**src/rtl/spi_cs_pkg.sv**
```systemverilog
package spi_cs_pkg;

    typedef enum logic [2:0] {
        ST_IDLE  = 3'd0,
        ST_LEAD  = 3'd1,
        ST_SHIFT = 3'd2,
        ST_DELAY = 3'd3,
        ST_GAP   = 3'd4
    } seq_state_e;

    localparam logic [1:0] ADDR_TXD  = 2'd0;
    localparam logic [1:0] ADDR_CFG  = 2'd1;
    localparam logic [1:0] ADDR_MODE = 2'd2;

endpackage

```
**src/rtl/spi_cs_clkgen.sv**
```systemverilog
module spi_cs_clkgen #(
    parameter int DIVW = 8
) (
    input  logic            clk,
    input  logic            rst_n,
    input  logic            en,
    input  logic [DIVW-1:0] half,
    output logic            tick
);
    logic [DIVW-1:0] cnt_d, cnt_q;
    logic [DIVW-1:0] eff;

    always_comb begin
        eff   = (half < DIVW'(2)) ? DIVW'(2) : half;
        tick  = en && (cnt_q == eff - DIVW'(1));
        cnt_d = cnt_q + DIVW'(1);
        if (!en || tick) cnt_d = '0;
    end

    always_ff @(posedge clk or negedge rst_n) begin
        if (!rst_n) cnt_q <= '0;
        else        cnt_q <= cnt_d;
    end

    // a half period is never shorter than two clocks
    a_r9_tick_spacing: assert property (@(posedge clk) disable iff (!rst_n)
        tick |=> !tick);

endmodule

```
**src/rtl/spi_cs_shifter.sv**
```systemverilog
module spi_cs_shifter #(
    parameter int DW = 8
) (
    input  logic          clk,
    input  logic          rst_n,
    input  logic          load,
    input  logic [DW-1:0] ld_data,
    input  logic          step,
    input  logic          miso,
    output logic          sck,
    output logic          mosi,
    output logic          done,
    output logic [DW-1:0] rx_word
);
    localparam int BW = (DW > 2) ? $clog2(DW) : 1;

    typedef struct packed {
        logic [DW-1:0] sreg;
        logic [DW-1:0] rxs;
        logic          sck;
        logic [BW-1:0] bitn;
    } sh_t;

    sh_t sh_d, sh_q;

    always_comb begin
        sh_d = sh_q;
        done = 1'b0;
        if (load) begin
            sh_d.sreg = ld_data;
            sh_d.sck  = 1'b0;
            sh_d.bitn = '0;
        end else if (step) begin
            if (!sh_q.sck) begin
                sh_d.sck = 1'b1;
                sh_d.rxs = {sh_q.rxs[DW-2:0], miso};
            end else begin
                sh_d.sck  = 1'b0;
                sh_d.sreg = {sh_q.sreg[DW-2:0], 1'b0};
                sh_d.bitn = sh_q.bitn + BW'(1);
                if (sh_q.bitn == BW'(DW-1)) done = 1'b1;
            end
        end
    end

    always_ff @(posedge clk or negedge rst_n) begin
        if (!rst_n) sh_q <= '0;
        else        sh_q <= sh_d;
    end

    assign sck     = sh_q.sck;
    assign mosi    = sh_q.sreg[DW-1];
    assign rx_word = sh_q.rxs;

    // data out only moves while the clock is low
    a_r2_mosi_stable_high: assert property (@(posedge clk) disable iff (!rst_n)
        (sck && !load && $past(sck)) |-> $stable(mosi));

endmodule

```
**src/rtl/spi_cs_selmap.sv**
```systemverilog
module spi_cs_selmap #(
    parameter int NCS = 4
) (
    input  logic           active,
    input  logic           decoded,
    input  logic [NCS-1:0] code,
    output logic [NCS-1:0] cs_n
);
    localparam int IDXW = $clog2(NCS);

    for (genvar i = 0; i < NCS; i++) begin : g_line
        assign cs_n[i] = !active ? 1'b1 :
                         decoded ? code[i] :
                         (code[IDXW-1:0] != IDXW'(i));
    end

endmodule

```
**src/rtl/spi_cs_seq.sv**
```systemverilog
module spi_cs_seq #(
    parameter int DW       = 8,
    parameter int NCS      = 4,
    parameter int DLY_UNIT = 32
) (
    input  logic                clk,
    input  logic                rst_n,
    input  logic                wr_en,
    input  logic [1:0]          wr_addr,
    input  logic [DW+NCS+2:0]   wr_data,
    input  logic                rd_en,
    output logic                tx_empty,
    output logic                rx_full,
    output logic [DW-1:0]       rx_data,
    output logic                sck,
    output logic                mosi,
    input  logic                miso,
    output logic [NCS-1:0]      cs_n
);
    import spi_cs_pkg::*;

    localparam int IDXW   = $clog2(NCS);
    localparam int TMRW   = DW + $clog2(DLY_UNIT) + 1;
    localparam int B_HOLD = DW + NCS;
    localparam int B_DEC  = DW + NCS + 1;
    localparam int B_LAST = DW + NCS + 2;

    typedef struct packed {
        seq_state_e                state;
        logic                      hold_full;
        logic [DW-1:0]             hold_data;
        logic [NCS-1:0]            hold_code;
        logic [NCS-1:0]            cur_code;
        logic                      active;
        logic                      cur_last;
        logic                      last_req;
        logic                      decoded;
        logic [DW-1:0]             half;
        logic [TMRW-1:0]           timer;
        logic                      gap_cnt;
        logic [DW-1:0]             rx_data;
        logic                      rx_full;
        logic [NCS-1:0]            cfg_hold;
        logic [NCS-1:0][DW-1:0]    cfg_dly;
    } seq_t;

    seq_t q_d, q_q;

    logic           tick, clk_en, step, sh_done, load;
    logic [DW-1:0]  sh_rx;
    logic [IDXW-1:0] cur_idx;
    logic [NCS-1:0] wcode;

    assign clk_en  = (q_q.state == ST_LEAD) || (q_q.state == ST_SHIFT) ||
                     (q_q.state == ST_GAP);
    assign step    = tick && (q_q.state == ST_SHIFT);
    assign cur_idx = q_q.cur_code[IDXW-1:0];

    spi_cs_clkgen #(.DIVW(DW)) u_clk (
        .clk   (clk),
        .rst_n (rst_n),
        .en    (clk_en),
        .half  (q_q.half),
        .tick  (tick)
    );

    spi_cs_shifter #(.DW(DW)) u_sh (
        .clk     (clk),
        .rst_n   (rst_n),
        .load    (load),
        .ld_data (q_q.hold_data),
        .step    (step),
        .miso    (miso),
        .sck     (sck),
        .mosi    (mosi),
        .done    (sh_done),
        .rx_word (sh_rx)
    );

    spi_cs_selmap #(.NCS(NCS)) u_map (
        .active  (q_q.active),
        .decoded (q_q.decoded),
        .code    (q_q.cur_code),
        .cs_n    (cs_n)
    );

    always_comb begin
        q_d  = q_q;
        load = 1'b0;

        wcode = '0;
        if (q_q.decoded) wcode = wr_data[DW +: NCS];
        else             wcode[IDXW-1:0] = wr_data[DW +: IDXW];

        if (wr_en) begin
            case (wr_addr)
                ADDR_TXD: begin
                    if (!q_q.hold_full && !(q_q.decoded && (wcode == '1))) begin
                        q_d.hold_full = 1'b1;
                        q_d.hold_data = wr_data[DW-1:0];
                        q_d.hold_code = wcode;
                    end
                end
                ADDR_CFG: begin
                    q_d.cfg_hold[wr_data[DW +: IDXW]] = wr_data[B_HOLD];
                    q_d.cfg_dly[wr_data[DW +: IDXW]]  = wr_data[DW-1:0];
                end
                ADDR_MODE: begin
                    q_d.half     = wr_data[DW-1:0];
                    q_d.decoded  = wr_data[B_DEC];
                    q_d.last_req = wr_data[B_LAST];
                end
                default: ;
            endcase
        end

        if (rd_en) q_d.rx_full = 1'b0;

        case (q_q.state)
            ST_IDLE: begin
                if (q_q.hold_full) begin
                    if (q_q.active && (q_q.hold_code != q_q.cur_code)) begin
                        q_d.active  = 1'b0;
                        q_d.gap_cnt = 1'b0;
                        q_d.state   = ST_GAP;
                    end else begin
                        load = 1'b1;
                    end
                end
            end
            ST_LEAD: begin
                if (tick) q_d.state = ST_SHIFT;
            end
            ST_SHIFT: begin
                if (sh_done) begin
                    q_d.rx_data = sh_rx;
                    q_d.rx_full = 1'b1;
                    q_d.timer   = TMRW'(q_q.cfg_dly[cur_idx]) * TMRW'(DLY_UNIT);
                    q_d.state   = ST_DELAY;
                end
            end
            ST_DELAY: begin
                if (q_q.timer != '0) begin
                    q_d.timer = q_q.timer - TMRW'(1);
                end else if (q_q.cur_last) begin
                    q_d.active   = 1'b0;
                    q_d.last_req = 1'b0;
                    q_d.gap_cnt  = 1'b0;
                    q_d.state    = q_q.hold_full ? ST_GAP : ST_IDLE;
                end else if (q_q.hold_full && (q_q.hold_code == q_q.cur_code)) begin
                    load = 1'b1;
                end else if (q_q.hold_full) begin
                    q_d.active  = 1'b0;
                    q_d.gap_cnt = 1'b0;
                    q_d.state   = ST_GAP;
                end else begin
                    q_d.active = q_q.cfg_hold[cur_idx];
                    q_d.state  = ST_IDLE;
                end
            end
            ST_GAP: begin
                if (tick) begin
                    if (q_q.gap_cnt) load = 1'b1;
                    else             q_d.gap_cnt = 1'b1;
                end
            end
            default: q_d.state = ST_IDLE;
        endcase

        if (load) begin
            q_d.hold_full = 1'b0;
            q_d.cur_code  = q_q.hold_code;
            q_d.cur_last  = q_q.last_req;
            q_d.active    = 1'b1;
            q_d.state     = ST_LEAD;
        end
    end

    always_ff @(posedge clk or negedge rst_n) begin
        if (!rst_n) begin
            q_q      <= '0;
            q_q.half <= DW'(2);
        end else begin
            q_q <= q_d;
        end
    end

    assign tx_empty = !q_q.hold_full;
    assign rx_full  = q_q.rx_full;
    assign rx_data  = q_q.rx_data;

    // the serial clock only runs during the shift phase
    a_r2_sck_only_shift: assert property (@(posedge clk) disable iff (!rst_n)
        sck |-> (q_q.state == ST_SHIFT));

    // the no-slave code never appears while shifting
    a_r10_no_idle_code: assert property (@(posedge clk) disable iff (!rst_n)
        (q_q.state == ST_SHIFT) |-> (cs_n != '1));

    // a finished word always flags the receive byte
    a_r3_rx_full_on_done: assert property (@(posedge clk) disable iff (!rst_n)
        sh_done |=> rx_full);

    // moving the byte into the shifter frees the holding register
    a_r4_empty_after_load: assert property (@(posedge clk) disable iff (!rst_n)
        load |=> tx_empty);

    // all lines are released during the switch gap
    a_r7_gap_released: assert property (@(posedge clk) disable iff (!rst_n)
        (q_q.state == ST_GAP) |-> (cs_n == '1));

    // a flagged word releases its select at the decision point
    a_r8_last_release: assert property (@(posedge clk) disable iff (!rst_n)
        (q_q.state == ST_DELAY && q_q.timer == '0 && q_q.cur_last) |=> (cs_n == '1));

    // hold keeps the select low when nothing is pending
    a_r6_hold_keeps: assert property (@(posedge clk) disable iff (!rst_n)
        (q_q.state == ST_DELAY && q_q.timer == '0 && !q_q.cur_last &&
         !q_q.hold_full && q_q.cfg_hold[cur_idx]) |=> (cs_n != '1));

endmodule

```
**config.mk**
```make
export PLATFORM = sky130hd
export DESIGN_NAME = spi_cs_seq
export DESIGN_NICKNAME = d
export VERILOG_FILES = /design/src/rtl/spi_cs_pkg.sv /design/src/rtl/spi_cs_clkgen.sv /design/src/rtl/spi_cs_shifter.sv /design/src/rtl/spi_cs_selmap.sv /design/src/rtl/spi_cs_seq.sv
export SDC_FILE = /design/constraint.sdc
export NUM_CORES = 1
export LEC_CHECK = 0
export BUFFER_PORTS_ARGS = -buffer_cell sky130_fd_sc_hd__clkbuf_2
export CAP_MARGIN = 5
export CORE_MARGIN = 2
export CORE_UTILIZATION = 36
export DETAILED_ROUTE_END_ITERATION = 12
export PLACE_DENSITY = 0.53
export RECOVER_POWER = 25
export REMOVE_ABC_BUFFERS = 1
export SETUP_SLACK_MARGIN = 0.15
export SLEW_MARGIN = 40
export SYNTH_ARGS = -nofsm -noshare
export SYNTH_HDL_FRONTEND = slang
export SYNTH_SLANG_ARGS = --single-unit
```
**constraint.sdc**
```tcl
create_clock -name clk -period 3.1 [get_ports clk]
set_clock_uncertainty 0.05 [all_clocks]
set_input_delay 0.31 -clock clk [delete_from_list [all_inputs] [get_ports clk]]
set_output_delay 0.31 -clock clk [all_outputs]
set_load 0.01 [all_outputs]
```
==> run_results.csv, run 1 <==
group,metric,value,unit
clock_network,root_buffer,"clkbuf_16",
yosys,ys_types,56,
flow_run,drv_cap,0,
power_and_ir_drop,peakVddDrop,0.404,mV
grt,grt_max_degree,53,
clock_network,cts_tree,"yes",
yosys,synth_area_leaders,"dfrtp_1 (52%), mux2_2 (13%), mux4_2 (3.5%)",
placement,place.gp.congestion,0.796,
critical_path,path_class,"reg -> reg",
timing,tightestPinTransition,1.22,ns
timing,timing.fmax,323,MHz
detailed_routing,ant_nets,0,
floorplanning,dieArea,17100,µm²
clock_network,clk_pin_slew,0.05,ns
yosys,ys_seq_elements,120,
timing,setup_tns,0,ns
critical_path,critPathCapture,"q_q[91]",
detailed_routing,via_count,4159,
grt,antenna_found_initial,0,
floorplanning,ios,38,
finish,n_fill_cell,1435,
timing,timing.slew.headroom,0.189,
grt,grt_pass1_vias,4227,
finish,stdcell_count,801,
critical_path,end_kind,"register",
critical_path,r2r_end,"q_q[91]",
detailed_routing,wl_per_cell,17.9,µm
finish,post-route-util,0.478,
yosys,yosysSeqAreaShare,0.521,
placement,dpl_cell_area,6340,µm²
timing,finalSetupViolations,0,
clock_network,clock_path_buffers,2,
timing,finalCritPeriodShare,0.998,
floorplanning,core-area,15800,µm²
clock_network,cts_buffers,17,
power_and_ir_drop,p_per_area,811,nW/µm²
critical_path,critPathLaunch,"q_q[63]",
timing,timing.final.ws_setup,0.00742,ns
finish,stdcell_area,7540,µm²
finish,final_net_count,601,
grt,grt_first_pass_wirelength,22200,µm
floorplanning,die_x,131,µm
yosys,ys_top_cells_by_count,"dfrtp_1 (119), mux2_2 (67), nor2_1 (41)",
placement,dp.cells,747,
critical_path,worstRegToRegCells,11,
floorplanning,row_count,46,
outcome,status,"finished clean",
detailed_routing,first_pass_iters,5,
placement,hpwl,9380,µm
critical_path,critPathLaunchType,"register",
yosys,syn_area_per_cell,11.8,µm²
clock_network,htree_levels,4,
yosys,synth_cells,488,
floorplanning,fp.dieH,131,µm
power_and_ir_drop,leakage,3.43,nW
placement,dp_slack,-0.118,ns
timing,grt_setup_unrepaired,"true",
critical_path,rrSetupSlack,0.007,ns
yosys,synth_edf_count,0,
floorplanning,start_util,0.366,
min_path,hold_path_class,"in -> reg",
critical_path,cp_max_fo,5,
yosys,yosys_most_used_dff,"dfrtp_1",
timing,hold_violations,0,
placement,numPortBuffers,37,
grt,overflow,0,
detailed_routing,drtIter0Drc,326,
finish,layout-drive-gt1-share,0.427,
yosys,yosysMostFrequentCell,"dfrtp_1",
timing,drv_slew,0,
clock_network,insertion_delay,0.42,ns
yosys,ys_warn_count,0,
yosys,synthesis.area,5770,µm²
yosys,synth_area_leader_cell,"dfrtp_1",
grt,track_usage,0.174,
finish,antenna_cells,0,
critical_path,worstPathArrival,3.35,ns
critical_path,r2r_start,"q_q[63]",
yosys,synthArstFlopShare,1.00,
clock_network,clock-sinks,120,
detailed_routing,vias_per_cell,5.19,
critical_path,critical_path_required,3.35,ns
detailed_routing,wirelength,14300,µm
finish,area_growth_syn_to_layout,30.7,%
yosys,yosysTopAreaCellShare,0.516,
timing,period_needed,3.09,ns
detailed_routing,drc,0,
-- how the worst min path moves through the flow --
stage / slack [ns] / cells after the start / start / to
6_report: 0.07 / 2 / wr_data[13] / q_q[68]
5_1_grt: 0.06 / 2 / miso / u_sh.rx_word[0]
4_1_cts: 0.008 / 2 / rd_en / rx_full
3_5_place_dp: 0.32 / 1 / rst_n / rx_data[2]
3_3_place_gp: 0.31 / 1 / rst_n / rx_data[3]
2_1_floorplan: -0.04 / 0 / rst_n / cur_idx[0]
-- cells by family after synthesis --
| family | synth area share |
|---|---|
| simple gates | 0.110 |
| flops | 0.521 |
| mux | 0.189 |
| compound gates | 0.0950 |
| buf+inv | 0.0356 |
| xor+xnor | 0.0395 |
| fa+ha+maj | 0.0108 |
-- routing by layer --
layer,routed length [µm],global-route usage,up-vias
li1,-,-,1933
met5,0,0,-
met3,514,0.0407,15
met2,6980,0.277,78
met4,162,0.0657,0
met1,6670,0.232,2133
-- repair_timing --
item,4_1_cts,5_1_grt
pin swaps,5,21
endpoints found under the hold margin,46,1
gates resized for setup,27,73
cloned,2,4
endpoints found under the setup margin,56,62
buffers inserted,9,7
hold buffers,1,1
-- flip-flops by register name, summed over array words and instances (netlist names) --
| signal | count |
|---|---|
| u_sh.sck | 1 |
| rx_full | 1 |
| rx_data | 8 |
| u_clk.cnt_q | 8 |
| cur_idx | 2 |
| q_q | 81 |
| u_sh.sh_q | 10 |
| u_sh.mosi | 1 |
| u_sh.rx_word | 8 |
-- power breakdown --
group	internal (mW)	total [mW]	switching [mW]	leakage (nW)
clock	1.28	1.96	0.686	0.283
combinational	0.976	1.91	0.935	1.62
sequential	1.92	2.24	0.323	1.53
-- cells in the final DEF (no fill, tap or decap), types with 5 or more instances in the layout --
master and count:
o22ai_1 5, xor2_1 13, o22a_1 7, dfrtp_1 119, nor3_1 14, buf_4 29, nor2_1 32, a31oi_1 7
inv_1 19, nand3_1 11, a21oi_2 7, clkbuf_8 5, clkbuf_2 36, mux2_2 65, a21oi_1 12, mux2_4 11
xnor2_1 12, and3_1 8, nor2_4 5, buf_6 15, clkbuf_16 18, mux4_2 9, nand2_1 16, o21ai_0 8
-- cell type report --
| class | count | area (µm²) | area share |
|---|---|---|---|
| Sequential cell | 120 | 3000 | 0.399 |
| Multi-Input combinational cell | 325 | 2880 | 0.382 |
| Timing Repair Buffer | 91 | 719 | 0.0955 |
| Clock buffer | 23 | 498 | 0.0661 |
| Tap cell | 216 | 270 | 0.0359 |
| Clock inverter | 7 | 92.6 | 0.0123 |
| Inverter | 19 | 71.3 | 0.00946 |
-- per-stage QoR --
step / hold WS, ns / power [mW]
floorplan: -0.0356 / 3.20
global placement: 0.315 / 3.70
detailed placement: 0.325 / 3.76
CTS: 0.00815 / 5.88
global route: 0.0603 / 6.44
finish: 0.0676 / 6.12
-- critical path, cell delays in order, from the launching register on --
cell	delay (ns)
dfrtp_1	0.37
or4_4	0.55
o21ai_2	0.16
ha_2	0.22
or4bb_1	0.43
xnor2_1	0.20
nor3_2	0.05
buf_4	0.16
buf_8	0.13
a21oi_2	0.27
o31ai_1	0.13
a32o_1	0.26
Power figures use the tool's default switching activity.
==> run 2, diff against run 1 <==
SYNTH_HIERARCHICAL = 1   (was unset)
==> run 2 against run 1 <==
  * The run now ends with max-capacitance violations, max-slew violations, negative setup slack left
  * Flip-flop and latch count did not move
  * Largest cell class is now multi-input combinational cells
  * Combinational power decreased by 3%
  * Count of clock-buffer cells in the layout is 5 lower
  * Largest power group unchanged
  * Global-route usage fell by 0.69 points
  * Synthesized cell count is 8.8% higher
==> run_results.csv, run 2 <==
group,metric,value,unit
clock_network,cts_buffers,17,
yosys,yosys.area_share.simple,0.161,
outcome,failed_checks,"max-capacitance violations, max-slew violations, negative setup slack",
clock_network,clock_path_buffers,2,
finish,reg_top3,"q_q x81, u_sh/sh_q x10",
clock_network,clk_pin_slew,0.06,ns
clock_network,clock-sinks,120,
finish,final_net_count,631,
floorplanning,core-area,16600,µm²
detailed_routing,via_count,4363,
detailed_routing,wl_per_cell,17.3,µm
finish,multi_input_area,3140,µm²
yosys,yosysTopAreaCellShare,0.484,
timing,period_needed,3.31,ns
timing,timing.fmax,302,MHz
yosys,yosys_most_used_dff,"dfrtp_1",
finish,antenna_cells,0,
critical_path,critical_path_required,3.35,ns
finish,layout_commonest_cell,"dfrtp_1",
critical_path,path_class,"reg -> reg",
outcome,status,"finished, violations left",
timing,tightestPinTransition,1.54,ns
critical_path,critPathLaunchType,"register",
detailed_routing,ant_nets,0,
finish,layout-drive-gt1-share,0.425,
yosys,synth_adder_area_share,0.0122,
clock_network,cts_tree,"yes",
finish,stdcell_area,7820,µm²
yosys,synthesis.area,6160,µm²
power_and_ir_drop,peakVddDrop,0.448,mV
finish,stdcell_count,836,
detailed_routing,wirelength,14400,µm
detailed_routing,first_pass_iters,4,
timing,holdWs,0.00639,ns
yosys,ys_warn_count,6,
timing,finalSetupViolations,43,
yosys,ys_seq_elements,120,
finish,n_fill_cell,1512,
finish,layout_common_cells,"dfrtp_1 (119), mux2_2 (55), nand2_1 (44)",
placement,numPortBuffers,37,
critical_path,slowest_stage,"dfstp_2",
timing,grt_setup_unrepaired,"true",
yosys,ys_top_cells_by_count,"dfrtp_1 (119), mux2_2 (64), nand2_1 (46)",
timing,drv_slew,56,
yosys,synth_area_leader_cell,"dfrtp_1",
critical_path,critPathMaxStageDelay,0.53,ns
flow_run,drv_cap,1,
placement,dpl_cell_area,6710,µm²
placement,place.gp.congestion,0.786,
grt,grt_first_pass_wirelength,23300,µm
timing,timing.final.ws_setup,-0.206,ns
critical_path,end_kind,"register",
floorplanning,start_util,0.370,
finish,top_register,"q_q",
grt,overflow,0,
power_and_ir_drop,p_per_area,783,nW/µm²
grt,grt_max_degree,57,
critical_path,crit_family,"simple AND/OR/NAND/NOR gates",
clock_network,htree_levels,4,
yosys,synth-xor-area-share,0.0284,
floorplanning,row_count,47,
yosys,synth_compound_area_frac,0.109,
yosys,synthArstFlopShare,1.00,
yosys,synth_edf_count,0,
placement,hpwl,9890,µm
grt,antenna_found_initial,0,
yosys,synth_top_family_by_area,"simple AND/OR/NAND/NOR gates",
detailed_routing,drc,0,
power_and_ir_drop,leakage,3.46,nW
floorplanning,ios,38,
placement,dp_slack,-0.466,ns
placement,dp.cells,789,
critical_path,worstPathArrival,3.56,ns
critical_path,cp_max_fo,8,
finish,area_growth_syn_to_layout,27.0,%
detailed_routing,drtIter0Drc,215,
yosys,ys_types,77,
min_path,hold_path_class,"in -> reg",
floorplanning,dieArea,18200,µm²
clock_network,insertion_delay,0.42,ns
timing,finalCritPeriodShare,1.07,
detailed_routing,vias_per_cell,5.22,
critical_path,crit_chain,"nor4_2 -> buf_4 -> nand2_4 -> nand2_4 -> ha_4 -> and2_4 -> a211o_4 -> a31oi_4 -> nor4_2 -> and2_4 -> nand4_1 -> o211ai_4 -> buf_4 -> buf_8 -> nor3b_4 -> buf_12 -> mux2_4",
floorplanning,fp.dieH,135,µm
grt,grt_pass1_vias,4444,
yosys,synthMuxAreaShare,0.157,
timing,hold_violations,0,
critical_path,path_buf_inv,4,
floorplanning,die_x,135,µm
yosys,syn_area_per_cell,11.6,µm²
clock_network,root_buffer,"clkbuf_16",
yosys,synth_cells,531,
grt,track_usage,0.167,
yosys,synth_area_leaders,"dfrtp_1 (48%), mux2_2 (12%), mux4_2 (3.3%)",
timing,timing.slew.headroom,-0.0264,
yosys,yosysSeqAreaShare,0.488,
finish,regArea,3000,µm²
yosys,yosysMostFrequentCell,"dfrtp_1",
finish,largest_register_ffs,81,
-- run 2: metal layers --
| metal | track usage | vias up | wire [µm] |
|---|---|---|---|
| li1 | - | 2069 | - |
| met1 | 0.225 | 2233 | 6700 |
| met2 | 0.268 | 53 | 7120 |
| met3 | 0.0372 | 8 | 491 |
| met4 | 0.0526 | 0 | 116 |
| met5 | 0 | - | 0 |
-- run 2: report_power, final --
part / internal, mW / leakage [nW] / total (mW) / switching, mW
logic: 0.975 / 1.62 / 1.86 / 0.884
registers: 1.90 / 1.53 / 2.17 / 0.269
clock network: 1.35 / 0.301 / 2.09 / 0.741
total: 4.23 / 3.46 / 6.12 / 1.89
-- run 2: timing repair --
action	4_1_cts	5_1_grt
endpoints found under the setup margin	51	52
setup buffers	9	4
hold buffers	1	0
resized for setup	67	22
pin swaps	16	7
hold endpoints to repair	54	0
gates cloned	0	1
-- run 2: final cells by class --
cell class	instances	share of cell area
Multi-Input combinational cell	361	0.401
Tap cell	220	0.0352
Clock inverter	14	0.0253
Timing Repair Buffer	93	0.0944
Clock buffer	18	0.0549
Inverter	10	0.00480
Sequential cell	120	0.384
-- run 2: final timing paths --
kind                       startpoint         endpoint  slack, ns  depth (start not counted)
min reg2reg                rx_data[3]       rx_data[3]       0.42                          2
max reg2reg                   q_q[61]  u_sh/rx_word[3]      -0.21                         17
min                             rd_en          rx_full      0.006                          2
max in group asynchronous       rst_n          q_q[61]       1.07                          3
max                           q_q[61]  u_sh/rx_word[3]      -0.21                         17
min in group asynchronous       rst_n          q_q[63]       0.78                          2
-- run 2: logic make-up after synthesis --
kind of cell | count (synthesis)
compound gates | 87
xor+xnor | 20
fa+ha+maj | 6
buf+inv | 50
flops | 120
mux | 77
simple gates | 171
-- run 2: metrics by stage --
stage	util	setup TNS, ns	power (mW)
3_5_place_dp	0.403	-13.85	3.75
3_3_place_gp	0.403	-11.83	3.72
5_1_grt	0.470	-12.50	6.45
2_1_floorplan	-	-16.02	3.14
4_1_cts	0.460	-2.76	6.05
6_report	0.470	-3.99	6.12
